`src/rtl/tmr_pkg.sv`:
```
// Shared constants for the grouped timer bank.
// Assumes a 3-bit clear-source field in every channel.
package tmr_pkg;
    localparam int CLR_W = 3;
    localparam logic [CLR_W-1:0] CLR_MATCH = 3'b001;  // clear on own compare match
    localparam logic [CLR_W-1:0] CLR_GROUP = 3'b011;  // clear with the group
endpackage

```
`src/rtl/tmr_channel.sv`:
```
// One timer channel: counter, compare register and clear-source field.
// Assumes: load and group_clr already qualified by the bus and group logic;
// run already folds in count enable, stop and standby.
module tmr_channel
    import tmr_pkg::*;
#(
    parameter int DATA_W = 16
) (
    input  logic              clk,
    input  logic              rst_n,
    input  logic              run,
    input  logic              load,
    input  logic [DATA_W-1:0] wdata,
    input  logic              wr_cmp,
    input  logic              wr_ctl,
    input  logic [CLR_W-1:0]  ctl_wdata,
    input  logic              group_clr,
    output logic [DATA_W-1:0] cnt_q,
    output logic [DATA_W-1:0] cmp_q,
    output logic [CLR_W-1:0]  clr_sel_q,
    output logic              match_clr
);

    // Own compare-match clear event, also offered to the group.
    assign match_clr = run && (clr_sel_q == CLR_MATCH) && (cnt_q == cmp_q);

    // Counter: clear beats load, load beats counting.
    always_ff @(posedge clk) begin
        if (!rst_n)                      cnt_q <= '0;
        else if (match_clr || group_clr) cnt_q <= '0;
        else if (load)                   cnt_q <= wdata;
        else if (run)                    cnt_q <= cnt_q + 1'b1;
    end

    // Compare register written from the bus.
    always_ff @(posedge clk) begin
        if (!rst_n)      cmp_q <= '0;
        else if (wr_cmp) cmp_q <= wdata;
    end

    // Clear-source field written from the bus.
    always_ff @(posedge clk) begin
        if (!rst_n)      clr_sel_q <= '0;
        else if (wr_ctl) clr_sel_q <= ctl_wdata;
    end

endmodule

```
`src/rtl/tmr_sync_grp.sv`:
```
// Group register and group fan-out of presets and clears.
// Assumes cnt_wr_hit is at most one-hot and already qualified by access rights.
// Membership counts only when two or more bits are set.
module tmr_sync_grp #(
    parameter int NUM_CH = 6
) (
    input  logic              clk,
    input  logic              rst_n,
    input  logic              wr_grp,
    input  logic [NUM_CH-1:0] grp_wdata,
    input  logic [NUM_CH-1:0] cnt_wr_hit,
    input  logic [NUM_CH-1:0] match_evt,
    input  logic [NUM_CH-1:0] group_sel,
    output logic [NUM_CH-1:0] grp_q,
    output logic [NUM_CH-1:0] grp_eff,
    output logic [NUM_CH-1:0] load_vec,
    output logic [NUM_CH-1:0] group_clr
);
    localparam int PC_W = $clog2(NUM_CH + 1);

    logic [PC_W-1:0] members;
    logic            grp_active;
    logic            grp_write;

    // Group register written from the bus.
    always_ff @(posedge clk) begin
        if (!rst_n)      grp_q <= '0;
        else if (wr_grp) grp_q <= grp_wdata;
    end

    // Number of set membership bits.
    always_comb begin
        members = '0;
        for (int i = 0; i < NUM_CH; i++) members = members + PC_W'(grp_q[i]);
    end

    assign grp_active = (members >= PC_W'(2));
    assign grp_eff    = grp_active ? grp_q : '0;
    assign grp_write  = |(cnt_wr_hit & grp_eff);

    generate
        for (genvar n = 0; n < NUM_CH; n++) begin : g_ch
            logic [NUM_CH-1:0] others;
            // Clear events from every other active member.
            always_comb begin
                others    = match_evt & grp_eff;
                others[n] = 1'b0;
            end
            assign load_vec[n]  = cnt_wr_hit[n] | (grp_eff[n] & grp_write);
            assign group_clr[n] = grp_eff[n] & group_sel[n] & (|others);
        end
    endgenerate

endmodule

```
`src/rtl/tmr_mstop.sv`:
```
// Stop register controlling the bank.
// Assumes hw_standby is synchronous to clk; writes are never blocked.
module tmr_mstop #(
    parameter int              DATA_W   = 16,
    parameter int              STOP_BIT = 13,
    parameter logic [DATA_W-1:0] RST_VAL = 16'h3FFF
) (
    input  logic              clk,
    input  logic              rst_n,
    input  logic              hw_standby,
    input  logic              wr,
    input  logic [DATA_W-1:0] wdata,
    output logic [DATA_W-1:0] stop_q,
    output logic              stopped
);

    // Stop register: reset and hardware standby reload, bus writes update.
    always_ff @(posedge clk) begin
        if (!rst_n)          stop_q <= RST_VAL;
        else if (hw_standby) stop_q <= RST_VAL;
        else if (wr)         stop_q <= wdata;
    end

    assign stopped = stop_q[STOP_BIT];

endmodule

```
`src/rtl/sync_timer_bank.sv`:
```
// Top of the grouped timer bank: address decode, read mux and wiring
// of the channels, the group logic and the stop register.
// Assumes single-cycle bus accesses and a combinational read path.
module sync_timer_bank
    import tmr_pkg::*;
#(
    parameter int NUM_CH   = 6,
    parameter int DATA_W   = 16,
    parameter int ADDR_W   = 5,
    parameter int STOP_BIT = 13,
    parameter logic [DATA_W-1:0] STOP_RST = 16'h3FFF
) (
    input  logic              clk,
    input  logic              rst_n,
    input  logic              hw_standby,
    input  logic              sw_standby,
    input  logic              count_en,
    input  logic              bus_sel,
    input  logic              bus_wr,
    input  logic [ADDR_W-1:0] bus_addr,
    input  logic [DATA_W-1:0] bus_wdata,
    output logic [DATA_W-1:0] bus_rdata
);
    localparam logic [ADDR_W-1:0] GRP_ADDR  = ADDR_W'(0);
    localparam logic [ADDR_W-1:0] STOP_ADDR = ADDR_W'(1);
    localparam int CH_BASE   = 8;
    localparam int CH_STRIDE = 4;

    logic [DATA_W-1:0] stop_q;
    logic              stopped;
    logic              run;
    logic              wr_ok;
    logic              wr_stop;
    logic [NUM_CH-1:0] grp_q, grp_eff, load_vec, group_clr;
    logic [NUM_CH-1:0] cnt_hit, cmp_hit, ctl_hit;
    logic [NUM_CH-1:0] match_evt, group_sel;
    logic [DATA_W-1:0] cnt_arr [NUM_CH];
    logic [DATA_W-1:0] cmp_arr [NUM_CH];
    logic [CLR_W-1:0]  sel_arr [NUM_CH];
    logic [NUM_CH*DATA_W-1:0] cnt_flat;

    assign wr_ok   = bus_sel && bus_wr && !stopped;
    assign wr_stop = bus_sel && bus_wr && (bus_addr == STOP_ADDR);
    assign run     = count_en && !stopped && !sw_standby;

    tmr_mstop #(
        .DATA_W(DATA_W), .STOP_BIT(STOP_BIT), .RST_VAL(STOP_RST)
    ) i_mstop (
        .clk(clk), .rst_n(rst_n), .hw_standby(hw_standby),
        .wr(wr_stop), .wdata(bus_wdata), .stop_q(stop_q), .stopped(stopped)
    );

    tmr_sync_grp #(.NUM_CH(NUM_CH)) i_grp (
        .clk(clk), .rst_n(rst_n),
        .wr_grp(wr_ok && (bus_addr == GRP_ADDR)),
        .grp_wdata(bus_wdata[NUM_CH-1:0]),
        .cnt_wr_hit(cnt_hit & {NUM_CH{wr_ok}}),
        .match_evt(match_evt), .group_sel(group_sel),
        .grp_q(grp_q), .grp_eff(grp_eff),
        .load_vec(load_vec), .group_clr(group_clr)
    );

    generate
        for (genvar n = 0; n < NUM_CH; n++) begin : g_ch
            assign cnt_hit[n]   = (bus_addr == ADDR_W'(CH_BASE + CH_STRIDE*n));
            assign cmp_hit[n]   = (bus_addr == ADDR_W'(CH_BASE + CH_STRIDE*n + 1));
            assign ctl_hit[n]   = (bus_addr == ADDR_W'(CH_BASE + CH_STRIDE*n + 2));
            assign group_sel[n] = (sel_arr[n] == CLR_GROUP);
            assign cnt_flat[n*DATA_W +: DATA_W] = cnt_arr[n];

            tmr_channel #(.DATA_W(DATA_W)) i_ch (
                .clk(clk), .rst_n(rst_n), .run(run),
                .load(load_vec[n]), .wdata(bus_wdata),
                .wr_cmp(wr_ok && cmp_hit[n]),
                .wr_ctl(wr_ok && ctl_hit[n]),
                .ctl_wdata(bus_wdata[CLR_W-1:0]),
                .group_clr(group_clr[n]),
                .cnt_q(cnt_arr[n]), .cmp_q(cmp_arr[n]),
                .clr_sel_q(sel_arr[n]), .match_clr(match_evt[n])
            );
        end
    endgenerate

    // Read mux: stop register always visible, everything else hidden while stopped.
    always_comb begin
        bus_rdata = '0;
        if (bus_addr == STOP_ADDR) begin
            bus_rdata = stop_q;
        end else if (!stopped) begin
            if (bus_addr == GRP_ADDR) bus_rdata = DATA_W'(grp_q);
            for (int i = 0; i < NUM_CH; i++) begin
                if (cnt_hit[i]) bus_rdata = cnt_arr[i];
                if (cmp_hit[i]) bus_rdata = cmp_arr[i];
                if (ctl_hit[i]) bus_rdata = DATA_W'(sel_arr[i]);
            end
        end
    end

endmodule

```
`config.mk`:
```
export PLATFORM = sky130hd
export DESIGN_NAME = sync_timer_bank
export DESIGN_NICKNAME = d
export VERILOG_FILES = /design/src/rtl/tmr_pkg.sv /design/src/rtl/tmr_channel.sv /design/src/rtl/tmr_sync_grp.sv /design/src/rtl/tmr_mstop.sv /design/src/rtl/sync_timer_bank.sv
export SDC_FILE = /design/constraint.sdc
export NUM_CORES = 1
export LEC_CHECK = 0
export ABC_AREA = 0
export CAP_MARGIN = 20
export CORE_MARGIN = 3
export CORE_UTILIZATION = 62
export DETAILED_ROUTE_END_ITERATION = 12
export PLACE_DENSITY = 0.8
export SYNTH_ARGS = -nofsm -noshare
export SYNTH_HDL_FRONTEND = slang
export SYNTH_SLANG_ARGS = --single-unit
export TNS_END_PERCENT = 20
```
`constraint.sdc`:
```
create_clock -name clk -period 9.1 [get_ports clk]
set_input_delay 2.73 -clock clk [delete_from_list [all_inputs] [get_ports clk]]
set_output_delay 2.73 -clock clk [all_outputs]
set_load 0.03 [all_outputs]
```
-- Word-level counts from Yosys, hierarchy flattened
Cells that the tools add are included.
- $add $sub $neg: 11
- multiplexer cells: 34
- shift operators: 0
- divide/modulo/power cells: 0
- eq/ne operators: 37
- multiply operators: 0
- reductions and logical operators: 59
- bitwise operators: 28
- $lt $le $gt $ge: 1
- operator list (operator ; count):
    two-way mux 16 bit ; 32
    adder 16 x 1 -> 16 bit (second input constant) ; 6
    equality test 16 bit ; 6
    equality test 5 bit (second input constant) ; 12
    equality test 5 x 4 -> 1 bit (second input constant) ; 6
    logical AND 1 bit ; 30
    OR reduction 5 bit ; 6
    AND 1 bit ; 18
    AND 6 bit ; 3
    equality test 3 x 1 -> 1 bit (second input constant) ; 6
    equality test 3 x 2 -> 1 bit (second input constant) ; 6
    OR reduction 2 bit ; 7
    adder 3 x 1 -> 3 bit ; 4
    two-way mux 6 bit ; 2
    nonzero test 2 bit ; 6
    logical OR 1 bit ; 6
    bitwise OR 1 bit ; 6
    OR reduction 6 bit ; 1
    equality test 5 x 1 -> 1 bit (second input constant) ; 1
    logical NOT 5 bit ; 1
    greater-or-equal comparator 3 x 2 -> 1 bit (second input constant) ; 1
    adder 1 x 1 -> 2 bit ; 1
    logical NOT 1 bit ; 2
    NOT 1 bit ; 1
- bits in writable memories: 0
- memories: 0
- input port bits: 28
- ROM bits: 0
- latch bits: 0
- register bits after elaboration: 232

-- Depth between registers and ports, before layout
Gate-level depths: netlist (run 1).
- word-level depth: 22
- mapped depth: 16
- depth with buffers taken out: 14

-- Cells and area by module
From an unflattened synthesis (run 1), not the netlist that was laid out.
- cell total of the unflattened synthesis: 1766
- area total of the unflattened synthesis: 15021.9 sq um
- by module, submodules not included (module ; area each (sq um) ; cells each ; times used):
    tmr_channel at g_ch[1].i_ch ... ; 1825.5 ; 199 ; 5
    sync_timer_bank ; 2861.5 ; 445 ; 1
    tmr_channel at g_ch[0].i_ch ; 1770.4 ; 190 ; 1
    tmr_sync_grp ; 664.4 ; 82 ; 1
    tmr_mstop ; 598.1 ; 54 ; 1

-- Worst setup path before layout (run 1)
No wires, ideal clock.
- path type: input -> output
- start: in bus_addr[0]
- end: out bus_rdata[10]
- required time: 6370 ps
- stages: 6
- slack: 1547 ps
- arrival time: 4823 ps
- cell sequence: buf_2 > buf_1 > buf_1 > clkbuf_1 > o31ai_1 > o31ai_1
- longest elaborated chain between the ends: 21
- elaborated cells between the ends (all ways): 39
- classes of those cells: 19 x eq/ne; 20 x mux
- ends and longest elaborated chain (what ; line ; source):
    start: declaration ; sync_timer_bank.sv:20 ; input logic [ADDR_W-1:0] bus_addr,
    equality test 5 x 4 -> 1 bit ; sync_timer_bank.sv:65 ; assign cnt_hit[n] = (bus_addr == ADDR_W'(CH_BASE + CH_STRIDE*n));
    two-way mux 16 bit ; sync_timer_bank.sv:92 ; if (cnt_hit[i]) bus_rdata = cnt_arr[i];
    two-way mux 16 bit ; sync_timer_bank.sv:93 ; if (cmp_hit[i]) bus_rdata = cmp_arr[i];
    two-way mux 16 bit ; sync_timer_bank.sv:94 ; if (ctl_hit[i]) bus_rdata = DATA_W'(sel_arr[i]);
    two-way mux 16 bit ; sync_timer_bank.sv:92 ;
    two-way mux 16 bit ; sync_timer_bank.sv:93 ;
    two-way mux 16 bit ; sync_timer_bank.sv:94 ;
    two-way mux 16 bit ; sync_timer_bank.sv:92 ;
    [... 5 more ...] ; - ;
    two-way mux 16 bit ; sync_timer_bank.sv:92 ;
    two-way mux 16 bit ; sync_timer_bank.sv:93 ;
    two-way mux 16 bit ; sync_timer_bank.sv:94 ;
    two-way mux 16 bit ; sync_timer_bank.sv:92 ;
    two-way mux 16 bit ; sync_timer_bank.sv:93 ;
    two-way mux 16 bit ; sync_timer_bank.sv:94 ;
    two-way mux 16 bit ; sync_timer_bank.sv:89 ; end else if (!stopped) begin
    two-way mux 16 bit * ; sync_timer_bank.sv:87 ; if (bus_addr == STOP_ADDR) begin
    end: declaration ; sync_timer_bank.sv:22 ; output logic [DATA_W-1:0] bus_rdata
Mark *: on every way between the ends. The rest lies on a longest branch, timed or not.

-- Worst setup path after layout (run 1)
- start: in bus_addr[4]
- end: out bus_rdata[13]
The elaborated chain is that of the path after synthesis.

==> run summary, run 1 <==
status -> finished clean
minimum clock period -> 8620 ps
io pins -> 44
vias in the first global route -> 13000
vias per cell -> 6.69
antenna-violating nets left -> 0
crit-path cells -> clkdlybuf4s50_1, nor2b_1, nand2_1, a21o_1, o21ai_0, nor2_1, a2111oi_0, o31ai_1, buf_12
core area -> 22000 µm²
Setup TNS Final -> 0 ps
Tot GR Track Use -> 42.0%
drt total wl -> 52300 µm
Sw Pwr -> 0.524 mW
TritonCTS sink count -> 232
worst hold path class -> flip-flop to flip-flop
capturing element type of the critical path -> output port
Reg clk slew, reported paths -> 60 ps
#FFs+latches synth -> 232
worst path arrival time -> 5890 ps
syn_nets -> 1859
Final #Nets -> 1839
initial DRC count -> 1702
Rows -> 54
share of the yosys chip area belonging to registers -> 33.3%
clock share of power -> 45.5%
# H-tree levels -> 1
ratio of cells with drive above 1 in the final layout -> 7.48%
gpl congestion -> 1.05
Crit Path Class -> input pin to output port
drt first pass iters -> 6
worst skew pair latency -> 540 ps
TritonCTS clock tree -> done
Sequential Power Share -> 47.5%
DIE WIDTH -> 156 µm
Buffers on Ports -> 43
Area growth, synth to finish -> 10.8%
Post-synth ARST share -> 0%
Period Utilization, post-route -> 94.8%
gr ovfl total -> 0
Syn Std Cell Area -> 13900 µm²
initial core utilization -> 63.5%
DR WL/cell -> 24.9 µm
die span in y -> 156 µm
Logic pwr share -> 7.0%
Avg Cell Area, Syn -> 7.66 µm²
CTS Hold Bufs -> 0
Inst Count DP -> 2051
Top FF cell, synth -> dfxtp_1
RSZ-0062 raised after global routing -> false
# setup viols final -> 0
first-pass GRT wire length -> 78800 µm
# Post-CTS Setup Buffers -> 0
Syn. warnings -> 0
Startpoint Class -> input pin
Bufs on Longest Clock Path -> 3
# DRC -> 0
CP peak stage delay -> 870 ps
largest net degree at the start of global routing -> 128
slowest CP cell -> a2111oi_0
Max Clk Rate -> 0.116 GHz
HPWL Detailed -> 36500 µm
Non-Filler Instances -> 2098
Max Cap Viol -> 0
area leader, netlist -> dfxtp_1
Cell Pwr Density -> 139 nW/µm²
Internal Pwr Total -> 1.62 mW
Hold Vio Cnt, Final -> 0
reg2reg setup slack -> 4420 ps
sw frac -> 24.5%
final max-slew violation count -> 0
Root Driver -> clkbuf_16
Num CTS Buffers -> 25
# diodes -> 0
Layout Skew -> 13.6 ps
Post-synth EDFFs -> 0
Peak VDD IR -> 0.128 mV
top cells by area, synth -> dfxtp_1, nand2_1, xor2_1
post-CTS sizing -> 0
initial antenna violation count -> 0
Cell variety after synth -> 64
most frequent cells in the layout -> nand2_1, dfxtp_1, nor2_1, xor2_1, a21boi_0
max_slew headroom -> 12.9%
CP max FO -> 15
Vias -> 14000
Synth Instances -> 1821
commonest non-fill, non-tap cell in the layout -> nand2_1
DIE AREA -> 24300 µm²
slew of the pin with the lowest slew margin -> 1300 ps
area share of the largest cell type after synthesis -> 33.3%
CP Data Required Time -> 6370 ps
Leak -> 5.89 nW
metrics by stage:
step           cell area, µm²  utilization, %  setup WS, ps  total power, mW  hold WS (ps)
6_report                15400            70.3           477             2.14           468
5_1_grt                 15400            70.3           269             2.19           487
4_1_cts                 15400            70.2           598             2.14           467
3_5_place_dp            14600            66.7           618             1.18           458
3_3_place_gp            14600            66.4           623             1.18           442
2_1_floorplan           13900               -          1550             1.12           435
cell families (layout without fill, tap and decap cells):
group	count (synthesis)	in the layout	synth area share [%]
and+or+nand+nor	754	754	24.3
AOI/OAI and AO/OA	458	458	23.2
DFF	232	232	33.3
xor gates and xnor gates	186	186	11.7
buffers and inverters	155	152	4.58
muxes	26	26	1.90
adders and majority gates	10	10	1.01
flip-flops by register name (all words and copies together) (netlist names):
name	cells
g_ch.i_ch.cmp_q	96
i_grp.grp_q	6
g_ch.i_ch.clr_sel_q	18
g_ch.i_ch.cnt_q	96
i_mstop.stop_q	16
path summary, 6_finish.rpt:
kind                      startpoint                    end  depth (start not counted)
setup / recovery         bus_addr[4]          bus_rdata[13]                          9
hold / removal    i_mstop.stop_q[14]     i_mstop.stop_q[14]                          2
setup reg to reg      i_grp.grp_q[2]  g_ch[3].i_ch.cnt_q[3]                         13
hold reg to reg   i_mstop.stop_q[14]     i_mstop.stop_q[14]                          2
per-layer routing:
metal	routed length, µm	vias up	part of all wire (%)	global-route usage (%)
met5	0	-	0	0
met4	3290	0	6.3	21.4
met3	5920	231	11	8.60
met2	23000	953	44	65.9
met1	20200	6527	39	55.0
li1	-	6331	-	-
synthesized netlist by cell type (5+ instances only):
master and count:
dfxtp_1 232, nor2_1 200, a2bb2oi_1 5, nand3_1 61, a311oi_1 5, o22ai_1 11, o31ai_1 17, clkbuf_1 112
a21boi_0 105, ha_1 8, a211oi_1 72, xnor2_1 48, nand2_1 324, o21ai_0 80, xor2_1 138, nand2b_1 10
a22o_1 18, nor3_1 22, buf_1 7, nand3b_1 6, a32oi_1 5, buf_2 15, a221oi_1 7, and2_1 6
nor3b_1 6, a2111oi_0 12, mux2i_1 22, nor2b_1 22, inv_1 14, nand4_1 20, nor4_1 23, or3_1 6
and4_1 5, and3_1 21, a221o_1 10, a21oi_1 64, a22oi_1 18
worst max-delay path: cells and delay by family:
| kind | cells | cell delay, ps |
|---|---|---|
| AOI/OAI and AO/OA | 4 | 1560 |
| buffers and inverters | 2 | 1000 |
| and+or+nand+nor | 3 | 590 |
power groups by stage:
stage                     logic, mW  clock network, mW  registers [mW]
after floorplan              0.0777                  0            1.04
after global placement        0.140                  0            1.04
after detailed placement      0.143                  0            1.04
after global routing          0.154               1.02            1.02
final                         0.151              0.975            1.02
after CTS                     0.144              0.976            1.02
area by class of cell:
type / count / area [µm²]
multi-input cells: 1434 / 8710
flip-flops and latches: 232 / 4640
inverters: 14 / 52.6
clock buffers: 40 / 742
repair buffers: 94 / 922
fillers: 1805 / 6510
clock inverters: 4 / 26.3
well taps: 280 / 350
No activity file was read; power rests on OpenSTA's default activity.
==> inputs of run 2 (changes only) <==
--- a/config.mk
+++ b/config.mk
@@ -7,7 +7,6 @@
 export LEC_CHECK = 0
 export ABC_AREA = 0
 export CAP_MARGIN = 20
-export CORE_MARGIN = 3
 export CORE_UTILIZATION = 62
 export DETAILED_ROUTE_END_ITERATION = 12
 export PLACE_DENSITY = 0.8
==> run summary, run 2 (synthesis gave the netlist of run 1 again) <==
Internal Pwr Total -> 1.66 mW (+2.4%)
CP delay by family, top -> compound AO/OA/AOI/OAI gates
gr ovfl total -> 0 (unchanged)
first-pass GRT wire length -> 79200 µm (+0.50%)
largest net degree at the start of global routing -> 72 (-44%)
status -> complete, but fails checks
Top Registers -> g_ch.i_ch.cmp_q x96, g_ch.i_ch.cnt_q x96, g_ch.i_ch.clr_sel_q x18
Tot GR Track Use -> 44.9% (+2.9 points)
Worst Hold Launch -> i_mstop.stop_q[15]
HPWL Detailed -> 36200 µm (-0.89%)
Crit path buffers/inverters -> 2 (unchanged)
slowest CP cell -> a2111oi_0
Period Utilization, post-route -> 95.1% (+0.38 points)
CP Data Required Time -> 6370 ps (about the same)
DR WL/cell -> 25.0 µm (about the same)
initial DRC count -> 1702 (unchanged)
TritonCTS clock tree -> done
Buffers on Ports -> 43 (unchanged)
clock share of power -> 47.0% (+1.5 points)
Total Power -> 2.20 mW (+2.7%)
Seq. cell area -> 4640 µm² (unchanged)
Bufs on Longest Clock Path -> 3 (unchanged)
Layout Skew -> 10.4 ps (-3.18 ps)
sw frac -> 24.6% (+0.18 points)
Rows -> 54 (unchanged)
failing checks -> design-rule violations
Logic pwr share -> 6.8% (-0.2 points)
worst hold path class -> flip-flop to flip-flop
Worst Setup SP -> bus_addr[4]
RSZ-0062 raised after global routing -> false
Num CTS Buffers -> 26 (+4.0%)
minimum clock period -> 8660 ps (+34.2 ps)
Reg clk slew, reported paths -> 60 ps (about the same)
io pins -> 44 (unchanged)
CP peak stage delay -> 780 ps (-90 ps)
vias per cell -> 6.67 (-0.41%)
die span in y -> 152 µm (-2.6%)
gpl congestion -> 1.05 (-0.73%)
Cell Pwr Density -> 143 nW/µm² (+3.0%)
Startpoint Class -> input pin
# setup viols final -> 0 (unchanged)
final max-slew violation count -> 0 (unchanged)
initial core utilization -> 63.5% (unchanged)
DIE WIDTH -> 152 µm (-2.6%)
Hold WS -> 459 ps (-8.45 ps)
Sequential Power Share -> 46.2% (-1.3 points)
drt total wl -> 52300 µm (about the same)
Peak VDD IR -> 0.146 mV (+15%)
post-CTS sizing -> 0 (unchanged)
max_slew headroom -> 13.1% (+0.23 points)
Leak -> 5.87 nW (-0.24%)
drt first pass iters -> 10 (+4)
# H-tree levels -> 1 (unchanged)
Area growth, synth to finish -> 10.5%
capturing element type of the critical path -> output port
worst skew pair latency -> 540 ps (about the same)
worst path arrival time -> 5930 ps (+40 ps)
Hold Vio Cnt, Final -> 0 (unchanged)
initial antenna violation count -> 0 (unchanged)
Root Driver -> clkbuf_16
# DRC -> 6 (+6)
most frequent cells in the layout -> nand2_1, dfxtp_1, nor2_1, xor2_1, a21boi_0
vias in the first global route -> 13100 (+0.50%)
TritonCTS sink count -> 232 (unchanged)
area of the multi-input gates -> 8710 µm² (unchanged)
antenna-violating nets left -> 0 (unchanged)
commonest non-fill, non-tap cell in the layout -> nand2_1
crit-path cells -> clkdlybuf4s50_1, and2_1, and3_1, a22o_1, a221o_1, a2111oi_0, o31ai_1, buf_4
# Post-CTS Setup Buffers -> 0 (unchanged)
# fillers -> 1804 (-0.055%)
Sw Pwr -> 0.542 mW (+3.5%)
Crit Path Class -> input pin to output port
core area -> 22000 µm² (unchanged)
CTS Hold Bufs -> 0 (unchanged)
Critical R2R Launch -> i_grp.grp_q[0]
ratio of cells with drive above 1 in the final layout -> 7.37% (-0.11 points)
# diodes -> 0 (unchanged)
Setup TNS Final -> 0 ps (unchanged)
Max Cap Viol -> 0 (unchanged)
Vias -> 14000 (-0.46%)
CP max FO -> 17 (+2)
Max Clk Rate -> 0.116 GHz (-0.39%)
slew of the pin with the lowest slew margin -> 1300 ps (-3.47 ps)
DIE AREA -> 23100 µm² (-5.1%)
Final #Nets -> 1837 (-0.11%)
[run 2: cell type report]
type / count / area share (%)
flip-flops and latches: 232 / 30.1
inverters: 14 / 0.341
clock buffers: 40 / 4.90
multi-input cells: 1434 / 56.5
well taps: 280 / 2.27
clock inverters: 6 / 0.422
repair buffers: 91 / 5.39
[run 2: final timing paths]
kind,cells after the start,to,slack (ps)
worst max-delay path,8,bus_rdata[10],440
worst min-delay path,2,i_mstop.stop_q[15],460
worst max register to register,13,g_ch[3].i_ch.cnt_q[7],4360
worst min register to register,2,i_mstop.stop_q[15],460
[run 2: power by group through the flow]
stage | clock [mW] | combinational, mW | sequential (mW)
5_1_grt | 1.07 | 0.153 | 1.02
6_report | 1.03 | 0.149 | 1.02
2_1_floorplan | 0 | 0.0777 | 1.04
4_1_cts | 1.03 | 0.141 | 1.02
3_3_place_gp | 0 | 0.140 | 1.04
3_5_place_dp | 0 | 0.141 | 1.04
[run 2: stage by stage]
stage | cells | utilization (%) | area [µm²] | setup slack, ps
6_report | 2097 | 70.2 | 15400 | 443
5_1_grt | 2097 | 70.2 | 15400 | 410
4_1_cts | 2092 | 69.9 | 15300 | 606
3_5_place_dp | 2046 | 66.1 | 14500 | 613
3_3_place_gp | 2046 | 66.1 | 14500 | 624
2_1_floorplan | 1821 | - | 13900 | 1550
[run 2: routing by layer]
layer	share of wire (%)	up-vias	global-route usage (%)
li1	-	6323	-
met1	39	6539	58.6
met2	43	880	69.7
met3	12	236	8.50
met4	6.3	0	25.9
met5	0	-	0
[run 2: worst min-delay path, delay by kind of cell (launching register included)]
family | cells | cell delay, ps
AO/OA/AOI/OAI | 1 | 50
flip-flops | 1 | 310
AND/OR/NAND/NOR | 1 | 50
